==> config.mk <==
export PLATFORM = sky130hd
export DESIGN_NAME = serial_tx
export DESIGN_NICKNAME = d
export VERILOG_FILES = /design/src/rtl/serial_tx_pkg.sv /design/src/rtl/serial_tx_hold.sv /design/src/rtl/serial_tx_shifter.sv /design/src/rtl/serial_tx.sv
export SDC_FILE = /design/constraint.sdc
export NUM_CORES = 1
export LEC_CHECK = 0
export ABC_CLOCK_PERIOD_IN_PS = 1900
export BUFFER_PORTS_ARGS = -buffer_cell sky130_fd_sc_hd__buf_4
export CORE_MARGIN = 2
export CORE_UTILIZATION = 45
export DETAILED_ROUTE_END_ITERATION = 10
export GPL_TIMING_DRIVEN = 0
export MAX_ROUTING_LAYER = met4
export PLACE_DENSITY = 0.67
export RECOVER_POWER = 50
export SETUP_SLACK_MARGIN = 0.15
export SKIP_CTS_REPAIR_TIMING = 1
export SYNTH_ARGS = -nofsm -noshare
export SYNTH_HDL_FRONTEND = slang
export SYNTH_SLANG_ARGS = --single-unit
==> constraint.sdc <==
create_clock -name clk_i -period 1.9 [get_ports clk_i]
set_clock_uncertainty 0.2 [all_clocks]
set_input_delay 0.285 -clock clk_i [delete_from_list [all_inputs] [get_ports clk_i]]
set_output_delay 0.285 -clock clk_i [all_outputs]
set_load 0.005 [all_outputs]
==> src/rtl/serial_tx_pkg.sv <==
package serial_tx_pkg;
  localparam int MAX_BITS = 9;
  localparam int MIN_BITS = 5;
  localparam int NB_W     = $clog2(MAX_BITS + 1);

  typedef enum logic [1:0] {
    PAR_OFF   = 2'b00,
    PAR_OFF_B = 2'b01,
    PAR_EVEN  = 2'b10,
    PAR_ODD   = 2'b11
  } par_mode_e;

  typedef enum logic [2:0] {
    ST_IDLE, ST_ARMED, ST_START, ST_DATA, ST_PARITY, ST_STOP
  } tx_state_e;

  typedef struct packed {
    logic [NB_W-1:0] nbits;
    logic            par_en;
    logic            par_odd;
    logic            two_stop;
  } frame_cfg_t;

  function automatic frame_cfg_t decode_cfg(logic [2:0] size, par_mode_e par, logic two);
    frame_cfg_t c;
    if (int'(size) <= MAX_BITS - MIN_BITS) c.nbits = NB_W'(MIN_BITS + int'(size));
    else                                   c.nbits = NB_W'(MAX_BITS);
    c.par_en   = (par == PAR_EVEN) || (par == PAR_ODD);
    c.par_odd  = (par == PAR_ODD);
    c.two_stop = two;
    return c;
  endfunction
endpackage

==> src/rtl/serial_tx_hold.sv <==
module serial_tx_hold import serial_tx_pkg::*; (
  input  logic                clk_i,
  input  logic                rst_ni,
  input  logic                wr_i,
  input  logic [MAX_BITS-1:0] wr_data_i,
  input  logic                take_i,
  output logic [MAX_BITS-1:0] data_o,
  output logic                empty_o,
  output logic                accept_o
);
  logic [MAX_BITS-1:0] data_q;
  logic                empty_q;

  assign accept_o = wr_i && empty_q;

  always_ff @(posedge clk_i or negedge rst_ni) begin
    if (!rst_ni) begin
      data_q  <= '0;
      empty_q <= 1'b1;
    end else if (accept_o) begin
      data_q  <= wr_data_i;
      empty_q <= 1'b0;
    end else if (take_i) begin
      empty_q <= 1'b1;
    end
  end

  assign data_o  = data_q;
  assign empty_o = empty_q;
endmodule

==> src/rtl/serial_tx_shifter.sv <==
module serial_tx_shifter import serial_tx_pkg::*; (
  input  logic                clk_i,
  input  logic                rst_ni,
  input  logic                tick_i,
  input  logic                load_i,
  input  logic [MAX_BITS-1:0] load_data_i,
  input  frame_cfg_t          cfg_i,
  output logic                txd_o,
  output logic                ready_o,
  output logic                frame_end_o
);
  tx_state_e           state_q;
  frame_cfg_t          cfg_q;
  logic [MAX_BITS-1:0] shreg_q;
  logic [MAX_BITS-1:0] mask;
  logic [NB_W-1:0]     bit_cnt_q;
  logic                stop_cnt_q;
  logic                par_q;
  logic                last_stop;

  // valid-bit mask for the incoming character length
  for (genvar g = 0; g < MAX_BITS; g++) begin : g_mask
    assign mask[g] = (NB_W'(g) < cfg_i.nbits);
  end

  assign last_stop   = !cfg_q.two_stop || stop_cnt_q;
  assign frame_end_o = tick_i && (state_q == ST_STOP) && last_stop;
  assign ready_o     = (state_q == ST_IDLE) || frame_end_o;

  always_ff @(posedge clk_i or negedge rst_ni) begin
    if (!rst_ni) begin
      state_q    <= ST_IDLE;
      cfg_q      <= '0;
      shreg_q    <= '0;
      bit_cnt_q  <= '0;
      stop_cnt_q <= 1'b0;
      par_q      <= 1'b0;
    end else if (load_i) begin
      // from idle wait for the next tick; after a stop bit start at once
      state_q    <= (state_q == ST_IDLE) ? ST_ARMED : ST_START;
      cfg_q      <= cfg_i;
      shreg_q    <= load_data_i;
      bit_cnt_q  <= '0;
      stop_cnt_q <= 1'b0;
      par_q      <= (^(load_data_i & mask)) ^ cfg_i.par_odd;
    end else if (tick_i) begin
      unique case (state_q)
        ST_ARMED:  state_q <= ST_START;
        ST_START:  state_q <= ST_DATA;
        ST_DATA: begin
          shreg_q   <= shreg_q >> 1;
          bit_cnt_q <= bit_cnt_q + 1'b1;
          if (bit_cnt_q == cfg_q.nbits - 1'b1)
            state_q <= cfg_q.par_en ? ST_PARITY : ST_STOP;
        end
        ST_PARITY: state_q <= ST_STOP;
        ST_STOP: begin
          if (last_stop) state_q    <= ST_IDLE;
          else           stop_cnt_q <= 1'b1;
        end
        default:   state_q <= ST_IDLE;
      endcase
    end
  end

  always_comb begin
    unique case (state_q)
      ST_START:  txd_o = 1'b0;
      ST_DATA:   txd_o = shreg_q[0];
      ST_PARITY: txd_o = par_q;
      default:   txd_o = 1'b1;
    endcase
  end
endmodule

==> src/rtl/serial_tx.sv <==
module serial_tx import serial_tx_pkg::*; (
  input  logic                clk_i,
  input  logic                rst_ni,
  input  logic                bit_tick_i,
  input  logic                tx_en_i,
  input  logic [2:0]          char_size_i,
  input  logic [1:0]          parity_mode_i,
  input  logic                stop_two_i,
  input  logic                wr_i,
  input  logic [MAX_BITS-1:0] wr_data_i,
  output logic                txd_o,
  output logic                buf_empty_o,
  output logic                tx_done_o
);
  frame_cfg_t          cfg;
  logic [MAX_BITS-1:0] held_data;
  logic                held_empty;
  logic                wr_accept;
  logic                sh_ready;
  logic                frame_end;
  logic                load;
  logic                done_q;

  assign cfg  = decode_cfg(char_size_i, par_mode_e'(parity_mode_i), stop_two_i);
  assign load = tx_en_i && !held_empty && sh_ready;

  serial_tx_hold i_hold (
    .clk_i     (clk_i),
    .rst_ni    (rst_ni),
    .wr_i      (wr_i),
    .wr_data_i (wr_data_i),
    .take_i    (load),
    .data_o    (held_data),
    .empty_o   (held_empty),
    .accept_o  (wr_accept)
  );

  serial_tx_shifter i_shifter (
    .clk_i       (clk_i),
    .rst_ni      (rst_ni),
    .tick_i      (bit_tick_i),
    .load_i      (load),
    .load_data_i (held_data),
    .cfg_i       (cfg),
    .txd_o       (txd_o),
    .ready_o     (sh_ready),
    .frame_end_o (frame_end)
  );

  always_ff @(posedge clk_i or negedge rst_ni) begin
    if (!rst_ni)                       done_q <= 1'b0;
    else if (wr_accept)                done_q <= 1'b0;
    else if (frame_end && held_empty)  done_q <= 1'b1;
  end

  assign buf_empty_o = held_empty;
  assign tx_done_o   = done_q;
endmodule

==> results of run 1 <==
-- final timing paths --
kind                       slack [ns]                            from                                to  cells after the start
hold / removal                 0.0008                parity_mode_i[1]    i_shifter.cfg_q[2]$_DFFE_PN0P_                      3
min in group asynchronous        0.44                          rst_ni             tx_done_o$_DFFE_PN0P_                      2
max in group asynchronous        0.48                          rst_ni    i_shifter.cfg_q[3]$_DFFE_PN0P_                      2
hold reg to reg                  0.28  i_shifter.cfg_q[2]$_DFFE_PN0P_    i_shifter.cfg_q[2]$_DFFE_PN0P_                      2
setup / recovery                0.002  i_shifter.cfg_q[3]$_DFFE_PN0P_  i_shifter.state_q[2]$_DFFE_PN0P_                      7
setup reg to reg                0.002  i_shifter.cfg_q[3]$_DFFE_PN0P_  i_shifter.state_q[2]$_DFFE_PN0P_                      7
-- cell usage in the layout (no fill, tap or decap), drive strengths merged, types with 2 or more instances in the layout --
| cell type | instances |
|---|---|
| o211ai | 2 |
| o21a | 2 |
| xnor2 | 11 |
| ha | 4 |
| nor4bb | 2 |
| mux2 | 9 |
| o21ai | 10 |
| buf | 35 |
| inv | 6 |
| nand3b | 2 |
| dlygate4sd3 | 3 |
| a31oi | 7 |
| nand3 | 7 |
| a22oi | 2 |
| dfrtp | 34 |
| nor2b | 3 |
| nand2b | 2 |
| nand2 | 39 |
| clkbuf | 9 |
| nor3 | 6 |
| xor2 | 3 |
| nor2 | 18 |
| a21oi | 8 |
-- state kept, by name, indices dropped and copies added, names as in the netlist --
register	count
i_shifter.bit_cnt_q	4
i_shifter.shreg_q	9
i_hold.data_o	9
i_shifter.cfg_q	6
i_shifter.par_q	1
i_hold.empty_o	1
i_shifter.stop_cnt_q	1
i_shifter.state_q	3
tx_done_o	1
-- where the power goes --
group	total (W)	internal, W	switching [W]
Clock	0.000693	0.000424	0.000269
Sequential	0.00141	0.00110	0.000309
Combinational	0.00184	0.000987	0.000850
-- layer usage --
metal | share of wire, % | wire, um | up-vias | GRT usage (%)
li1 | - | - | 773 | -
met1 | 45 | 1780 | 735 | 23.6
met4 | 1.1 | 45 | 0 | 6.00
met2 | 50 | 1980 | 26 | 28.3
met5 | 0 | 0 | - | -
met3 | 3.8 | 151 | 6 | 5.10
-- worst max-delay path: stages, from the launching register on --
cell and delay, ns:
dfrtp_2 0.44, inv_2 0.08, ha_4 0.20, xnor2_2 0.13, nor4_2 0.32, o221ai_2 0.18
o21ai_1 0.14, o21ai_1 0.07
-- cell usage after synthesis (2+ instances only) --
cell type,count,share of area [%]
inv_1,6,1.2
buf_2,4,1.1
nor4bb_1,2,1.1
ha_1,4,2.7
nand3b_1,2,0.81
nand2b_1,2,0.67
o21ai_0,5,1.3
nor2_1,18,3.6
nand3_1,7,1.9
a22oi_1,2,0.81
nand2_1,39,7.9
a21oi_1,8,2.1
dfrtp_1,34,46
o21ai_1,4,1.1
a31oi_1,7,2.4
mux2_2,9,5.4
nor2b_1,3,1.0
xnor2_1,11,5.2
xor2_1,3,1.4
nor3_1,5,1.3
-- area by class of cell --
type | count | area, um2 | area share, %
plain buffers | 6 | 56.3 | 2.28
clock inverters | 2 | 35.0 | 1.42
multi-input cells | 151 | 1050 | 42.7
inverters | 6 | 25.0 | 1.01
flip-flops and latches | 35 | 880 | 35.6
clock buffers | 6 | 82.6 | 3.34
repair buffers | 35 | 275 | 11.1
well taps | 50 | 62.6 | 2.53
-- kinds of logic (layout without fill, tap and decap cells) --
logic type | count (synthesis) | count (layout) | share of synthesized area, %
flops | 35 | 35 | 47.1
mux | 9 | 9 | 5.44
xor+xnor | 14 | 14 | 6.58
compound gates | 37 | 37 | 13.4
simple gates | 87 | 87 | 22.0
buf+inv | 12 | 55 | 2.89
fa+ha+maj | 4 | 4 | 2.69
-- metrics by stage --
stage,setup WS [ns],util [%]
5_1_grt,-0.102,61.7
3_5_place_dp,-0.200,52.9
2_1_floorplan,0.0645,-
3_3_place_gp,-0.183,52.9
4_1_cts,-0.213,55.8
6_report,0.00188,61.7
==> out/qor.txt, run 1 <==
RUN STATUS
--------------------------------------------------------------------------------------------------------
Run status                                                                                  finished, final reports clean

DIE
--------------------------------------------------------------------------------------------------------
Initial Utilization                                                                                46.6%
Core box area                                                                                0.00400 mm2
Die height                                                                                       68.3 um
Ports placed on the boundary                                                                          23
Area of the die                                                                              0.00467 mm2
Die width                                                                                        68.3 um
Number of standard-cell rows in the floorplan                                                         23

SYNTHESIS
--------------------------------------------------------------------------------------------------------
Top_reg_cell synth                                                                               dfrtp_1
Post-Synthesis Mean Instance Area                                                               9.41 um2
Sequential cell area fraction in the yosys report                                                  47.1%
Fraction of synthesis flops using an asynchronous set or reset pin                                  100%
Gate count after technology mapping                                                                  198
Post-synth EDFFs                                                                                       0
Post-synth net total                                                                                 222
Mapped Area                                                                                  0.00186 mm2
Number of distinct library cells after synthesis                                                      43
Count of synthesis-stage warnings from yosys                                                           0
Flops & latches, synth                                                                                35

STA
--------------------------------------------------------------------------------------------------------
Final-report max-slew violation count                                                                  0
Final sum of negative setup slack                                                                   0 ns
Worst hold slack across all endpoints                                                        0.000821 ns
Worst Tran Pin Value                                                                            0.852 ns
Unrepaired setup endpoints after global routing                                                      yes
Worst rel slew slack                                                                               43.2%
Number of hold-slack violations in the final timing report                                             0
Minimum clock period after layout                                                                1.90 ns
Achievable clock frequency                                                                     0.527 GHz
Post-route fraction of the period consumed by the critical path                                    99.9%
Setup-failing EPs final                                                                                0

CTS
--------------------------------------------------------------------------------------------------------
TritonCTS clock tree                                                                                 yes
Worst-Skew Late Latency                                                                          0.29 ns
Level count of the clock H-tree                                                                        2
Sinks on Clock Net                                                                                    35
Post-CTS clock slew at the launch and capture registers of the worst setup and hold paths        0.07 ns
Cts bufs inserted                                                                                      5
CTS root buf                                                                                    clkbuf_8
Buffers from clock root to sink, at most                                                               2

GLOBAL ROUTING
--------------------------------------------------------------------------------------------------------
Final global-route overflow total                                                                      0
Vias in the first global route                                                                      1351
Maximum number of pins on one net before global-route repair                                          36
Overall Global Routing Usage                                                                       18.4%
Wire length of the first global-routing pass                                                     6080 um
Number of antenna violations at the first check in global routing                                      0

PLACE
--------------------------------------------------------------------------------------------------------
I/O Buffers                                                                                           22
Final HPWL DP                                                                                    2690 um
Dpl cells                                                                                            270
Placer congestion estimate                                                                         0.827
Cell area after placement                                                                    0.00211 mm2

POWER AND IR DROP
--------------------------------------------------------------------------------------------------------
Total Power                                                                                    0.00394 W
Power per standard cell area                                                                 1590 mW/mm2
Leakage                                                                                          1.13 nW
VDD IR max                                                                                      0.692 mV

FINAL LAYOUT
--------------------------------------------------------------------------------------------------------
Final Instance Area                                                                          0.00247 mm2
Layout overhead on the synthesized area                                                            32.6%
Final nets                                                                                           264
Number of standard cells in the layout, taps in and fillers out                                      291
Filler cell count in the final layout                                                                347
Fraction of final layout cells with drive strength greater than 1                                  34.4%
Ant diodes                                                                                             0

ROUTE
--------------------------------------------------------------------------------------------------------
DRC viols                                                                                              0
Wire length per cell after detailed routing                                                      13.6 um
Starting DRC count in detailed routing                                                               110
DR vias                                                                                             1540
Post-Route WL                                                                                    3960 um
Vias per cell                                                                                       5.29
Antenna Nets Post-Route                                                                                0
Total iterations of the first detailed-routing run                                                     4

CRITICAL PATH
--------------------------------------------------------------------------------------------------------
Endpoint type of the worst setup path                                                          flip-flop
Critical setup path kind                                                                    flip-flop to flip-flop
CP max FO                                                                                              5
Crit path launch type                                                                          flip-flop
Worst EP required                                                                                1.87 ns
WP data arrival                                                                                  1.87 ns

FLOW RUN
--------------------------------------------------------------------------------------------------------
Count of maximum capacitance violations                                                                0

WORST HOLD PATH
--------------------------------------------------------------------------------------------------------
Min-Delay Path Class                                                                        primary input to flip-flop

No activity file was read; power rests on OpenSTA's default activity.
==> inputs of run 2 (changes only) <==
--- a/config.mk
+++ b/config.mk
@@ -7,12 +7,12 @@
 export LEC_CHECK = 0
 export ABC_CLOCK_PERIOD_IN_PS = 1900
 export BUFFER_PORTS_ARGS = -buffer_cell sky130_fd_sc_hd__buf_4
-export CORE_MARGIN = 2
+export CORE_MARGIN = 8
 export CORE_UTILIZATION = 45
 export DETAILED_ROUTE_END_ITERATION = 10
 export GPL_TIMING_DRIVEN = 0
 export MAX_ROUTING_LAYER = met4
-export PLACE_DENSITY = 0.67
+export PLACE_DENSITY = 0.65
 export RECOVER_POWER = 50
 export SETUP_SLACK_MARGIN = 0.15
 export SKIP_CTS_REPAIR_TIMING = 1
==> run 2 against run 1 <==
  * The run now ends with hold timing, setup timing left
  * Register-to-register slack got worse by 0.07 ns
  * Die area grew 38%
  * Combinational power is 15% lower
  * Clock-buffer cell count increased by 2
  * Setup slack got worse by 0.072 ns
  * Sequential power about the same
  * First-iteration DRC count down 65%
  * Total power down 11%
  * Largest cell class unchanged
  * Largest power group unchanged
==> out/qor.txt, run 2 (synthesized netlist as in run 1, its figures left out) <==
RUN STATUS
--------------------------------------------------------------------------------------------------------
Run status                                                                                  finished with violations
Violations in the final reports                                                             hold timing, setup timing

DIE
--------------------------------------------------------------------------------------------------------
Ports placed on the boundary                                                                          23
Core box area                                                                                0.00400 mm2
Die height                                                                                       80.3 um
Initial Utilization                                                                                46.6%
Die width                                                                                        80.3 um
Number of standard-cell rows in the floorplan                                                         23
Area of the die                                                                              0.00646 mm2

CTS
--------------------------------------------------------------------------------------------------------
Sinks on Clock Net                                                                                    35
Worst-Skew Late Latency                                                                          0.29 ns
Buffers from clock root to sink, at most                                                               2
Post-CTS clock slew at the launch and capture registers of the worst setup and hold paths        0.07 ns
Cts bufs inserted                                                                                      5
CTS root buf                                                                                    clkbuf_8
TritonCTS clock tree                                                                                 yes
Level count of the clock H-tree                                                                        2

STA
--------------------------------------------------------------------------------------------------------
Worst hold slack across all endpoints                                                        -0.00973 ns
Setup-failing EPs final                                                                                4
Smallest setup slack after layout                                                             -0.0699 ns
Minimum clock period after layout                                                                1.97 ns
Worst rel slew slack                                                                               41.5%
Achievable clock frequency                                                                     0.508 GHz
Final sum of negative setup slack                                                              -0.167 ns
Final-report max-slew violation count                                                                  0
Unrepaired setup endpoints after global routing                                                      yes
Worst Tran Pin Value                                                                            0.878 ns
Number of hold-slack violations in the final timing report                                             1
Post-route fraction of the period consumed by the critical path                                     104%

FLOW RUN
--------------------------------------------------------------------------------------------------------
Count of maximum capacitance violations                                                                0

CRITICAL PATH
--------------------------------------------------------------------------------------------------------
Sequence of cells on the critical path                                                      inv_1, ha_2, xnor2_2, xnor2_1, nor4_2, o221ai_2, o21ai_1, nand2_1
Crit path max-delay cell type                                                                    dfrtp_2
Worst EP required                                                                                1.87 ns
Endpoint type of the worst setup path                                                          flip-flop
Number of buffers and inverters on the critical path                                                   1
Maximum cell stage delay along the critical path                                                 0.40 ns
Crit path launch type                                                                          flip-flop
Critical setup path kind                                                                    flip-flop to flip-flop
CP max FO                                                                                              5
Family with the most delay on the worst path                                                  flip-flops
WP data arrival                                                                                  1.94 ns

PLACE
--------------------------------------------------------------------------------------------------------
I/O Buffers                                                                                           22
Dpl cells                                                                                            270
Placement-stage worst setup slack                                                              -0.162 ns
Cell area after placement                                                                    0.00211 mm2
Final HPWL DP                                                                                    2900 um
Placer congestion estimate                                                                         0.829

GLOBAL ROUTING
--------------------------------------------------------------------------------------------------------
Number of antenna violations at the first check in global routing                                      0
Final global-route overflow total                                                                      0
Overall Global Routing Usage                                                                       13.6%
Maximum number of pins on one net before global-route repair                                          36
Wire length of the first global-routing pass                                                     6770 um
Vias in the first global route                                                                      1498

FINAL LAYOUT
--------------------------------------------------------------------------------------------------------
Final Instance Area                                                                          0.00228 mm2
Final nets                                                                                           255
Number of standard cells in the layout, taps in and fillers out                                      282
Ant diodes                                                                                             0
Fraction of final layout cells with drive strength greater than 1                                  27.6%
Most frequent standard cell in the layout excluding fill and tap cells                           nand2_1
Commonest cells after routing, fill and taps aside                                          nand2_1, dfrtp_1, buf_4
Layout overhead on the synthesized area                                                            22.3%

POWER AND IR DROP
--------------------------------------------------------------------------------------------------------
Power per standard cell area                                                                 1530 mW/mm2
VDD IR max                                                                                      0.732 mV
Leakage                                                                                          1.03 nW
Total Power                                                                                    0.00349 W

ROUTE
--------------------------------------------------------------------------------------------------------
DR vias                                                                                             1510
Post-Route WL                                                                                    4140 um
Starting DRC count in detailed routing                                                                39
Wire length per cell after detailed routing                                                      14.7 um
Vias per cell                                                                                       5.35
DRC viols                                                                                              0
Antenna Nets Post-Route                                                                                0
Total iterations of the first detailed-routing run                                                     4

WORST HOLD PATH
--------------------------------------------------------------------------------------------------------
Min-Delay Path Class                                                                        primary input to flip-flop

==> run 2: metrics by stage <==
stage | utilization [%] | hold slack (ns)
finish | 57.0 | -0.00973
global route | 57.0 | 0.00871
CTS | 54.9 | -0.240
detailed placement | 52.9 | 0.0676
global placement | 52.9 | 0.0634
floorplan | - | -0.211
==> run 2: where the power goes <==
| part | total [W] | switching (W) | internal, W | leakage, nW |
|---|---|---|---|---|
| Clock | 0.000521 | 0.000260 | 0.000260 | 0.0395 |
| Combinational | 0.00157 | 0.000793 | 0.000780 | 0.563 |
| Sequential | 0.00139 | 0.000296 | 0.00110 | 0.429 |
| Total | 0.00349 | 0.00135 | 0.00214 | 1.03 |
==> run 2: final cells by class <==
| class | instances | area (um2) |
|---|---|---|
| timing repair buffer | 26 | 198 |
| multi-input combinational | 151 | 993 |
| tap | 50 | 62.6 |
| clock buffer | 8 | 80.1 |
| buffer | 6 | 41.3 |
| sequential | 35 | 878 |
| inverter | 6 | 25.0 |
| fill | 372 | 1720 |
==> run 2: path summary, 6_finish.rpt <==
kind                            cells past startpoint                               end  slack, ns                              from
worst max-delay path                                8  i_shifter.state_q[1]$_DFFE_PN0P_      -0.07    i_shifter.cfg_q[3]$_DFFE_PN0P_
worst min-delay path                                3    i_shifter.cfg_q[0]$_DFFE_PN0P_      -0.01                        stop_two_i
worst max register to register                      8  i_shifter.state_q[1]$_DFFE_PN0P_      -0.07    i_shifter.cfg_q[3]$_DFFE_PN0P_
worst min register to register                      2  i_shifter.stop_cnt_q$_DFFE_PN0P_       0.29  i_shifter.stop_cnt_q$_DFFE_PN0P_
max in group asynchronous                           2    i_shifter.cfg_q[3]$_DFFE_PN0P_       0.45                            rst_ni
min in group asynchronous                           2    i_shifter.cfg_q[0]$_DFFE_PN0P_       0.44                            rst_ni
==> run 2: metal layers <==
layer	global-route usage, %	vias to the layer above	share of wire [%]
met5	-	-	0
met4	5.09	0	1.3
met1	15.9	734	47
met3	4.24	7	3.5
met2	21.4	19	48
li1	-	750	-
==> run 2: worst reg2reg max path, delay by kind of cell (launching register included) <==
| family | cells | cell delay [ns] |
|---|---|---|
| fa+ha+maj | 1 | 0.18 |
| buf+inv | 1 | 0.05 |
| flops | 1 | 0.40 |
| xor+xnor | 2 | 0.30 |
| simple gates | 2 | 0.38 |
| compound gates | 2 | 0.36 |
